<file path="config.mk">
export PLATFORM = sky130hd
export DESIGN_NAME = intr_state_unit
export DESIGN_NICKNAME = d
export VERILOG_FILES = /design/src/rtl/isu_pkg.sv /design/src/rtl/isu_trap_check.sv /design/src/rtl/isu_status.sv /design/src/rtl/isu_addr_queue.sv /design/src/rtl/intr_state_unit.sv
export SDC_FILE = /design/constraint.sdc
export NUM_CORES = 1
export LEC_CHECK = 0
export BUFFER_PORTS_ARGS = -buffer_cell sky130_fd_sc_hd__buf_2
export CAP_MARGIN = 20
export CORE_ASPECT_RATIO = 0.9
export CORE_MARGIN = 10
export CORE_UTILIZATION = 27
export CTS_BUF_LIST = sky130_fd_sc_hd__clkbuf_16
export DETAILED_ROUTE_END_ITERATION = 7
export GPL_ROUTABILITY_DRIVEN = 1
export PLACE_DENSITY_LB_ADDON = 0.2
export REMOVE_ABC_BUFFERS = 1
export SYNTH_ARGS = -nofsm -noshare
export SYNTH_HDL_FRONTEND = slang
export SYNTH_SLANG_ARGS = --single-unit
</file>
<file path="constraint.sdc">
create_clock -name clk -period 2.4 [get_ports clk]
set_clock_uncertainty 0.05 [all_clocks]
set_input_delay 0.12 -clock clk [delete_from_list [all_inputs] [get_ports clk]]
set_output_delay 0.12 -clock clk [all_outputs]
set_load 0.01 [all_outputs]
</file>
<file path="src/rtl/isu_pkg.sv">
package isu_pkg;
    localparam int WORD_W   = 32;
    localparam int VEC_W    = 6;
    localparam int NUL_POS  = 10;
    localparam int PRIV_W   = 2;
    localparam int PRIV_VEC = 11;

    typedef enum logic [1:0] {
        OP_PLAIN    = 2'd0,
        OP_SPACE_WR = 2'd1,
        OP_CTRL_WR  = 2'd2,
        OP_CTRL_RD  = 2'd3
    } op_kind_e;
endpackage

</file>
<file path="src/rtl/isu_trap_check.sv">
module isu_trap_check
    import isu_pkg::*;
#(
    parameter int PRIV_BITS = PRIV_W,
    parameter int VBITS     = VEC_W,
    parameter logic [VBITS-1:0] PRIV_CODE = VBITS'(PRIV_VEC)
) (
    input  op_kind_e             kind,
    input  logic [PRIV_BITS-1:0] priv,
    input  logic                 ext_req,
    input  logic [VBITS-1:0]     ext_code,
    output logic                 fire,
    output logic [VBITS-1:0]     code
);
    logic is_priv_move;
    logic user_mode;
    logic priv_hit;

    always_comb begin
        is_priv_move = (kind == OP_SPACE_WR) || (kind == OP_CTRL_WR) || (kind == OP_CTRL_RD);
        user_mode    = (priv != '0);
        priv_hit     = is_priv_move && user_mode;
        fire         = priv_hit || ext_req;
        if (priv_hit) begin
            code = PRIV_CODE;
        end else if (ext_req) begin
            code = ext_code;
        end else begin
            code = '0;
        end
    end
endmodule

</file>
<file path="src/rtl/isu_status.sv">
module isu_status #(
    parameter int W     = 32,
    parameter int N_BIT = 10
) (
    input  logic         clk,
    input  logic         rst_n,
    input  logic         exec_valid,
    input  logic         trap_fire,
    input  logic         nullify_next,
    input  logic         rfi,
    input  logic         sw_we,
    input  logic [W-1:0] sw_wdata,
    output logic [W-1:0] psw,
    output logic [W-1:0] ipsw,
    output logic         squash,
    output logic         commit,
    output logic         trap_take
);
    typedef struct packed {
        logic [W-1:0] psw;
        logic [W-1:0] ipsw;
    } st_t;

    st_t st_d, st_q;

    always_comb begin
        squash    = exec_valid && st_q.psw[N_BIT];
        trap_take = exec_valid && !st_q.psw[N_BIT] && trap_fire;
        commit    = exec_valid && !st_q.psw[N_BIT] && !trap_fire;

        st_d = st_q;
        if (rfi) begin
            st_d.psw = st_q.ipsw;
        end else if (trap_take) begin
            st_d.ipsw = st_q.psw;
            st_d.psw  = '0;
        end else if (squash) begin
            st_d.psw[N_BIT] = 1'b0;
        end else if (commit) begin
            st_d.psw[N_BIT] = nullify_next;
        end
        if (sw_we && !trap_take) begin
            st_d.ipsw = sw_wdata;
        end
    end

    always_ff @(posedge clk or negedge rst_n) begin
        if (!rst_n) begin
            st_q <= '0;
        end else begin
            st_q <= st_d;
        end
    end

    assign psw  = st_q.psw;
    assign ipsw = st_q.ipsw;

    AST_SAVE_ON_TRAP: assert property (@(posedge clk) disable iff (!rst_n)
        trap_take |=> (ipsw == $past(psw)) && (psw == '0));
    AST_RFI_RESTORE: assert property (@(posedge clk) disable iff (!rst_n)
        rfi |=> psw == $past(ipsw));
    AST_HW_SAVE_WINS: assert property (@(posedge clk) disable iff (!rst_n)
        (sw_we && trap_take) |=> ipsw == $past(psw));
    AST_SQUASH_CLEARS_N: assert property (@(posedge clk) disable iff (!rst_n)
        (squash && !rfi) |=> !psw[N_BIT]);
endmodule

</file>
<file path="src/rtl/isu_addr_queue.sv">
module isu_addr_queue #(
    parameter int W = 32
) (
    input  logic         clk,
    input  logic         rst_n,
    input  logic         capture,
    input  logic [W-1:0] cur_addr,
    input  logic [W-1:0] nxt_addr,
    input  logic [W-1:0] word,
    output logic [W-1:0] front,
    output logic [W-1:0] back,
    output logic [W-1:0] iir
);
    localparam int ENTRIES = 3;

    logic [W-1:0] slot_d [ENTRIES];
    logic [W-1:0] slot_q [ENTRIES];
    logic [W-1:0] src    [ENTRIES];

    assign src[0] = cur_addr;
    assign src[1] = nxt_addr;
    assign src[2] = word;

    for (genvar g = 0; g < ENTRIES; g++) begin : g_slot
        always_comb begin
            slot_d[g] = capture ? src[g] : slot_q[g];
        end
        always_ff @(posedge clk or negedge rst_n) begin
            if (!rst_n) begin
                slot_q[g] <= '0;
            end else begin
                slot_q[g] <= slot_d[g];
            end
        end
    end

    assign front = slot_q[0];
    assign back  = slot_q[1];
    assign iir   = slot_q[2];

    AST_QUEUE_CAPTURE: assert property (@(posedge clk) disable iff (!rst_n)
        capture |=> (front == $past(cur_addr)) && (back == $past(nxt_addr)) && (iir == $past(word)));
    AST_QUEUE_HOLD: assert property (@(posedge clk) disable iff (!rst_n)
        !capture |=> $stable(front) && $stable(back) && $stable(iir));
endmodule

</file>
<file path="src/rtl/intr_state_unit.sv">
module intr_state_unit
    import isu_pkg::*;
#(
    parameter int WW    = WORD_W,
    parameter int VW    = VEC_W,
    parameter int N_POS = NUL_POS,
    parameter int PW    = PRIV_W,
    parameter logic [VW-1:0] PRIV_CODE = VW'(PRIV_VEC)
) (
    input  logic          clk,
    input  logic          rst_n,
    input  logic          ins_valid,
    input  logic [1:0]    ins_kind,
    input  logic [WW-1:0] ins_addr,
    input  logic [WW-1:0] ins_next_addr,
    input  logic [WW-1:0] ins_word,
    input  logic          ins_nullify_next,
    input  logic          ext_trap_req,
    input  logic [VW-1:0] ext_trap_code,
    input  logic          rfi_strobe,
    input  logic          ipsw_wr_en,
    input  logic [WW-1:0] ipsw_wr_data,
    output logic [WW-1:0] status_word,
    output logic [WW-1:0] saved_status,
    output logic [WW-1:0] iaq_front,
    output logic [WW-1:0] iaq_back,
    output logic [WW-1:0] iir_word,
    output logic          intr_taken,
    output logic [VW-1:0] intr_vector,
    output logic          ins_commit,
    output logic          ins_squashed
);
    typedef struct packed {
        logic          commit;
        logic          squash;
        logic          taken;
        logic [VW-1:0] vec;
    } out_t;

    out_t out_d, out_q;

    logic          exec_valid;
    logic          fire;
    logic [VW-1:0] fire_code;
    logic          squash;
    logic          commit;
    logic          trap_take;

    assign exec_valid = ins_valid && !rfi_strobe;

    isu_trap_check #(.PRIV_BITS(PW), .VBITS(VW), .PRIV_CODE(PRIV_CODE)) u_chk (
        .kind     (op_kind_e'(ins_kind)),
        .priv     (status_word[PW-1:0]),
        .ext_req  (ext_trap_req),
        .ext_code (ext_trap_code),
        .fire     (fire),
        .code     (fire_code)
    );

    isu_status #(.W(WW), .N_BIT(N_POS)) u_st (
        .clk          (clk),
        .rst_n        (rst_n),
        .exec_valid   (exec_valid),
        .trap_fire    (fire),
        .nullify_next (ins_nullify_next),
        .rfi          (rfi_strobe),
        .sw_we        (ipsw_wr_en),
        .sw_wdata     (ipsw_wr_data),
        .psw          (status_word),
        .ipsw         (saved_status),
        .squash       (squash),
        .commit       (commit),
        .trap_take    (trap_take)
    );

    isu_addr_queue #(.W(WW)) u_aq (
        .clk      (clk),
        .rst_n    (rst_n),
        .capture  (trap_take),
        .cur_addr (ins_addr),
        .nxt_addr (ins_next_addr),
        .word     (ins_word),
        .front    (iaq_front),
        .back     (iaq_back),
        .iir      (iir_word)
    );

    always_comb begin
        out_d.commit = commit;
        out_d.squash = squash;
        out_d.taken  = trap_take;
        out_d.vec    = trap_take ? fire_code : '0;
    end

    always_ff @(posedge clk or negedge rst_n) begin
        if (!rst_n) begin
            out_q <= '0;
        end else begin
            out_q <= out_d;
        end
    end

    assign ins_commit   = out_q.commit;
    assign ins_squashed = out_q.squash;
    assign intr_taken   = out_q.taken;
    assign intr_vector  = out_q.vec;

    AST_TRAP_NEVER_COMMITS: assert property (@(posedge clk) disable iff (!rst_n)
        !(intr_taken && ins_commit));
    AST_PRIV_MOVE_TRAPS: assert property (@(posedge clk) disable iff (!rst_n)
        (exec_valid && !status_word[N_POS] && (ins_kind != 2'd0) && (status_word[PW-1:0] != '0))
        |=> intr_taken && (intr_vector == PRIV_CODE));
    AST_SQUASH_NO_TRAP: assert property (@(posedge clk) disable iff (!rst_n)
        (exec_valid && status_word[N_POS]) |=> ins_squashed && !intr_taken && !ins_commit);
    AST_RFI_IGNORES_INS: assert property (@(posedge clk) disable iff (!rst_n)
        rfi_strobe |=> !ins_commit && !intr_taken && !ins_squashed);
endmodule

</file>
# Word level (Yosys, flattened, before mapping)
# Cells that the tools add are included.
[op_classes]
addsub = 0
n_eq_ne = 4
mul = 0
bitwise = 0
div_mod_pow = 0
mux = 11
shifts = 0
reduce_logical = 19
n_lt_le_gt_ge = 0
[op_table]
columns = ["operator", "n"]
rows = [
  ["2-to-1 mux 32 bit", 3],
  ["2-to-1 mux 42 bit", 1],
  ["2-to-1 mux 21 bit", 1],
  ["2-to-1 mux 6 bit", 3],
  ["logical AND 1 bit", 7],
  ["nonzero test 2 bit", 3],
  ["equality test 2 bit (second input constant)", 2],
  ["zero test 1 bit", 4],
  ["nonzero test 4 bit", 1],
  ["logical OR 1 bit", 3],
  ["2-to-1 mux 1 bit", 3],
  ["equality test 2 x 1 -> 1 bit (second input constant)", 1],
  ["inequality test 2 x 1 -> 1 bit (second input constant)", 1],
  ["AND reduction 2 bit", 1],
]
[totals]
in_bits = 143
regBits = 169
mem_count = 0
latch_bits = 0
ramBits = 0
out_inout_bits = 169
romBits = 0

# Logic depth before layout (Yosys ltp)
[depth]
depth_word = 11
mapped_depth = 8
mapped_depth_nobuf = 4

# By module
# From an unflattened synthesis, not the netlist that was laid out.
[unflattened]
cells_unflattened = 518
area_unflattened_um2 = 6956.7
[by_module_without_submodules]
columns = ["module", "instances", "area_each_um2", "seq_area_each_um2", "cells_per_inst"]
rows = [
  ["isu_addr_queue", 1, 3764.9, 2402.3, 203],
  ["isu_status", 1, 2855.2, 1601.5, 288],
  ["intr_state_unit", 1, 269.0, 225.2, 16],
  ["isu_trap_check", 1, 67.6, 0.0, 11],
]

# Worst setup path after synthesis
# OpenSTA, ideal clock, no wires.
[synth_timing]
path_kind = "reg-to-reg"
startpoint = "register u_st.st_q (netlist bit u_st.psw[10])"
endpoint = "register u_aq.slot_q (netlist bit u_aq.back[0])"
slack_ns = 0.450
setup_time_ns = 0.127
path_buffers = 3
path_stages_with_launch = 8
arrival_time_ns = 1.773
path_cell_list = "dfrtp_1 > or3b_1 > buf_2 > a21o_1 > clkinv_2 > buf_12 > buf_6 > mux2_1"
[synth_via]
elab_chain_cells = 3
[synth_rtl]
columns = ["element", "line_no", "text"]
rows = [
  ["start: declaration", "isu_status.sv:24", "st_t st_d, st_q;"],
  ["start signal: assignment", "isu_status.sv:51", "st_q <= st_d;"],
  ["zero test 1 bit", "isu_status.sv:28", "trap_take = exec_valid && !st_q.psw[N_BIT] && trap_fire;"],
  ["logical AND 1 bit (2 in series)", "isu_status.sv:28", ""],
  ["end signal: indexed assignment", "isu_addr_queue.sv:32", "slot_q[g] <= slot_d[g];"],
  ["end: declaration", "isu_addr_queue.sv:17", "logic [W-1:0] slot_q [ENTRIES];"],
]
# No other way between the ends.
# A chain may end at the register's enable or synchronous reset.

# Worst setup path after layout
[layout_timing]
startpoint = "register u_st.st_q (netlist bit u_st.psw[10])"
endpoint = "register u_aq.slot_q (netlist bit u_aq.iir[30])"
# Same word-level chain as after synthesis.

==> report_table.html <==
<table>
<tr><th>Metric</th><th>Value</th></tr>
<tr><th colspan="2">Global route</th></tr>
<tr><td>Total global routing overflow</td><td>0</td></tr>
<tr><td>Via count of the first global-routing pass</td><td>around 6100</td></tr>
<tr><td>Global-route wire length before repair</td><td>35810 um</td></tr>
<tr><td>Global Route Usage Sum</td><td>0.1383</td></tr>
<tr><td>Maximum number of pins on one net before global-route repair</td><td>67</td></tr>
<tr><td>Number of antenna violations at the first check in global routing</td><td>0</td></tr>
<tr><th colspan="2">Detailed routing</th></tr>
<tr><td>Routed length per placed instance</td><td>between 15 and 20 um</td></tr>
<tr><td>Final ANT Viol Nets</td><td>0</td></tr>
<tr><td>Iteration count of the initial detailed-routing pass</td><td>4</td></tr>
<tr><td>Via total after detailed routing</td><td>~5400</td></tr>
<tr><td>Mean number of vias per cell</td><td>approximately 4.2</td></tr>
<tr><td>Starting DRC count in detailed routing</td><td>251</td></tr>
<tr><td>Total DRC errors in the routed layout</td><td>0</td></tr>
<tr><td>Detailed-route wire length</td><td>between 20000 and 25000 um</td></tr>
<tr><th colspan="2">Clocking</th></tr>
<tr><td>Clock tree from TritonCTS</td><td>built</td></tr>
<tr><td>Clock transition at the registers of the reported paths</td><td>roughly 0.07 ns</td></tr>
<tr><td>Clock buffer count from CTS</td><td>17</td></tr>
<tr><td>Clk root buf</td><td>clkbuf_16</td></tr>
<tr><td>Clock insertion delay at the later pin of the skew report</td><td>~0.42 ns</td></tr>
<tr><td># resized after CTS</td><td>0</td></tr>
<tr><td>Number of buffers on the longest clock path</td><td>2</td></tr>
<tr><td># clock sinks</td><td>~170</td></tr>
<tr><td>H-tree level count</td><td>4</td></tr>
<tr><th colspan="2">Final layout</th></tr>
<tr><td>Post-synthesis to final-layout area growth</td><td>55.42%</td></tr>
<tr><td>Post-route design area</td><td>0.01078 mm^2</td></tr>
<tr><td>Sequential cell area</td><td>~0.0042 mm^2</td></tr>
<tr><td>Final Non-Filler Cells</td><td>between 1000 and 1500</td></tr>
<tr><td>Diodes inserted</td><td>0</td></tr>
<tr><td>Final design utilization</td><td>0.4270</td></tr>
<tr><td>Layout Nets</td><td>around 1100</td></tr>
<tr><td>Fillers</td><td>about 2400</td></tr>
<tr><td>Ratio of cells with drive above 1 in the final layout</td><td>0.4665</td></tr>
<tr><td>Area of the multi-input gates</td><td>between 0.002 and 0.0025 mm^2</td></tr>
<tr><th colspan="2">STA</th></tr>
<tr><td>Final period demand of the worst path</td><td>2.077 ns</td></tr>
<tr><td>Number of hold-slack violations in the final timing report</td><td>0</td></tr>
<tr><td>Setup Viol. Count Final</td><td>0</td></tr>
<tr><td>Unrepaired setup endpoints after global routing</td><td>false</td></tr>
<tr><td>Pin slew with the least headroom to its limit</td><td>roughly 0.65 ns</td></tr>
<tr><td>Max Freq</td><td>a little under 0.5 GHz</td></tr>
<tr><td>Setup TNS after final layout</td><td>0 ns</td></tr>
<tr><td>Number of pins with negative max-slew slack in the final report</td><td>0</td></tr>
<tr><td>Max_slew headroom</td><td>0.5643</td></tr>
<tr><td>Post-route fraction of the period consumed by the critical path</td><td>0.8653</td></tr>
<tr><td>Crit path setup slack, layout</td><td>0.3232 ns</td></tr>
<tr><th colspan="2">Setup path</th></tr>
<tr><td>Critical Path Source</td><td>u_st.psw[10]</td></tr>
<tr><td>Cell-by-cell listing of the critical path</td><td>or3b_1 &gt; a21o_1 &gt; inv_4 &gt; buf_12 &gt; mux2_1</td></tr>
<tr><td>CP required</td><td>2.65 ns</td></tr>
<tr><td>Endpoint type of the worst setup path</td><td>flip-flop</td></tr>
<tr><td>R2r startpoint</td><td>u_st.psw[10]</td></tr>
<tr><td>Startpoint type of the worst setup path</td><td>flip-flop</td></tr>
<tr><td>Data arrival time of the critical path</td><td>about 2.3 ns</td></tr>
<tr><td>Maximum fanout along the worst path</td><td>49</td></tr>
<tr><td>Slowest cell on crit path</td><td>or3b_1</td></tr>
<tr><td>Maximum cell stage delay along the critical path</td><td>~0.46 ns</td></tr>
<tr><td>Path type of the worst setup path</td><td>flip-flop to flip-flop</td></tr>
<tr><th colspan="2">Hold path</th></tr>
<tr><td>Hold Crit Class</td><td>input port to flip-flop</td></tr>
<tr><td>Source of the worst hold timing path</td><td>ipsw_wr_data[28]</td></tr>
<tr><th colspan="2">Yosys</th></tr>
<tr><td>YS warnings</td><td>0</td></tr>
<tr><td>Mapped Avg Cell Area</td><td>14.70 um^2</td></tr>
<tr><td>Proportion of netlist area held by the largest area contributor</td><td>0.6096</td></tr>
<tr><td>Sequential area share after synthesis</td><td>0.6096</td></tr>
<tr><td>Netlist Area Pre-Place</td><td>~0.0069 mm^2</td></tr>
<tr><td>Number of cells produced by synthesis</td><td>472</td></tr>
<tr><td>Most area-consuming cells after synthesis</td><td>dfrtp_1, mux2_1, mux2_2</td></tr>
<tr><td>Top cell type by total area after synthesis</td><td>dfrtp_1</td></tr>
<tr><td>Count of state elements after synthesis</td><td>~170</td></tr>
<tr><td>Netlist cell types</td><td>28</td></tr>
<tr><th colspan="2">Place</th></tr>
<tr><td>Number of cells in the design after placement</td><td>1114</td></tr>
<tr><td>Count of port buffers added during placement</td><td>311</td></tr>
<tr><td>Place WS</td><td>~0.32 ns</td></tr>
<tr><td>HPWL after DPL</td><td>15790 um</td></tr>
<tr><td>Cell Area, Placed</td><td>approximately 0.0089 mm^2</td></tr>
<tr><td>RePlAce Congestion</td><td>approximately 0.7</td></tr>
<tr><th colspan="2">Power</th></tr>
<tr><td>Sw frac</td><td>0.3166</td></tr>
<tr><td>Clock share of power</td><td>0.290</td></tr>
<tr><td>Combinational cell fraction of total power</td><td>0.270</td></tr>
<tr><td>Worst-case vdd ir drop</td><td>just under 0.0004 V</td></tr>
<tr><td>Power density cells</td><td>about 830 mW/mm^2</td></tr>
<tr><td>Internal power component</td><td>about 0.006 W</td></tr>
<tr><td>Leakage component of the power</td><td>between 5 and 6 nW</td></tr>
<tr><td>Net Sw Power</td><td>0.002829 W</td></tr>
<tr><td>Sequential cell fraction of total power</td><td>0.440</td></tr>
<tr><th colspan="2">Floorplanning</th></tr>
<tr><td>Core footprint</td><td>roughly 0.025 mm^2</td></tr>
<tr><td>Die Outline Area</td><td>around 0.033 mm^2</td></tr>
<tr><td>Width of the die</td><td>~190 um</td></tr>
<tr><td>Chip height</td><td>about 170 um</td></tr>
<tr><td>Number of top-level design ports</td><td>~310</td></tr>
<tr><td>Effective utilization at floorplan</td><td>0.2747</td></tr>
<tr><td>Row count</td><td>55</td></tr>
<tr><th colspan="2">Job</th></tr>
<tr><td>Max-capacitance violation count</td><td>0</td></tr>
<tr><th colspan="2">Status</th></tr>
<tr><td>Outcome</td><td>complete, no violations</td></tr>
</table>
## final timing paths
path | end | slack, ns | depth (start not counted)
hold / removal | u_st.ipsw[28] | 0.02 | 3
setup / recovery | u_aq.iir[30] | 0.32 | 5
max in group asynchronous | u_aq.back[6] | 1.39 | 3
min in group asynchronous | u_st.ipsw[16] | 0.22 | 2
hold reg to reg | u_aq.back[28] | 0.43 | 1
setup reg to reg | u_aq.iir[30] | 0.32 | 5
## through the flow
| step | power [W] | hold slack (ns) |
|---|---|---|
| 4_1_cts | 0.009107 | 0.0001666 |
| 3_5_place_dp | 0.006260 | 0.1411 |
| 2_1_floorplan | 0.004974 | -0.2256 |
| 3_3_place_gp | 0.006236 | 0.1418 |
| 5_1_grt | 0.009514 | 0.01223 |
| 6_report | 0.008936 | 0.02357 |
## routing by layer
layer	part of all wire	global-route usage	up-vias
met1	0.44	0.1706	2585
li1	-	-	2541
met2	0.43	0.2086	246
met3	0.11	0.06967	15
met5	0	0	-
met4	0.013	0.03895	0
## cells in the mapped netlist (all sizes together)
| cell | count |
|---|---|
| mux2 | 158 |
| and3 | 3 |
| nor2 | 2 |
| mux2i | 1 |
| and3b | 1 |
| nor2b | 1 |
| dfrtp | 169 |
| nor3 | 1 |
| a21o | 1 |
| inv | 1 |
| o22a | 1 |
| a21oi | 3 |
| nand2b | 31 |
| nand2 | 34 |
| clkinv | 1 |
| a221o | 1 |
| clkbuf | 13 |
| o21ai | 31 |
| nor3b | 1 |
| o22ai | 1 |
| or3b | 1 |
| buf | 16 |
## final cells by class
type,count,area share
well taps,342,0.03968
repair buffers,466,0.2904
flip-flops and latches,169,0.3922
multi-input cells,272,0.2263
clock buffers,17,0.03945
clock inverters,15,0.01102
inverters,2,0.0009283
## cell families (layout without fill, tap and decap cells)
kind of cell / after synthesis / in the layout / synth area share
flip-flops: 169 / 169 / 0.6096
multiplexers: 159 / 159 / 0.2628
AND/OR/NAND/NOR: 75 / 75 / 0.05537
AO/OA/AOI/OAI: 38 / 38 / 0.03354
buffers and inverters: 31 / 500 / 0.03877
## timing repair
action,CTS,global route
setup buffers,0,0
hold endpoints to repair,187,0
hold buffers,137,0
## power by group through the flow
stage | sequential, W | combinational (W) | clock [W]
4_1_cts | 0.00394 | 0.00246 | 0.00271
3_3_place_gp | 0.00396 | 0.00227 | 0
2_1_floorplan | 0.00426 | 0.000713 | 0
5_1_grt | 0.00404 | 0.00266 | 0.00281
3_5_place_dp | 0.00397 | 0.00229 | 0
6_report | 0.00393 | 0.00241 | 0.00260
## cells in the final DEF, fill, tap and decap left out, drive strengths merged, types with 2 or more instances in the layout
cell type    count
buf            329
dfrtp          169
mux2           158
dlygate4sd3    137
nand2           34
nand2b          31
o21ai           31
clkbuf          17
inv              9
clkinv           5
and3             3
a21oi            3
clkinvlp         3
nor2             2
## critical path, delay by kind of cell (launching register included)
family                 cells  cell delay (ns)
AND/OR/NAND/NOR            1             0.46
flip-flops                 1             0.40
buffers and inverters      2             0.39
multiplexers               1             0.37
AO/OA/AOI/OAI              1             0.25
## flip-flops by register name (all words and copies together) (netlist names)
signal	flops
intr_taken	1
u_st.ipsw	32
intr_vector	6
u_aq.iir	32
ins_commit	1
u_st.psw	32
u_aq.front	32
u_aq.back	32
ins_squashed	1
Note: power is estimated with default switching activity, not from simulation.
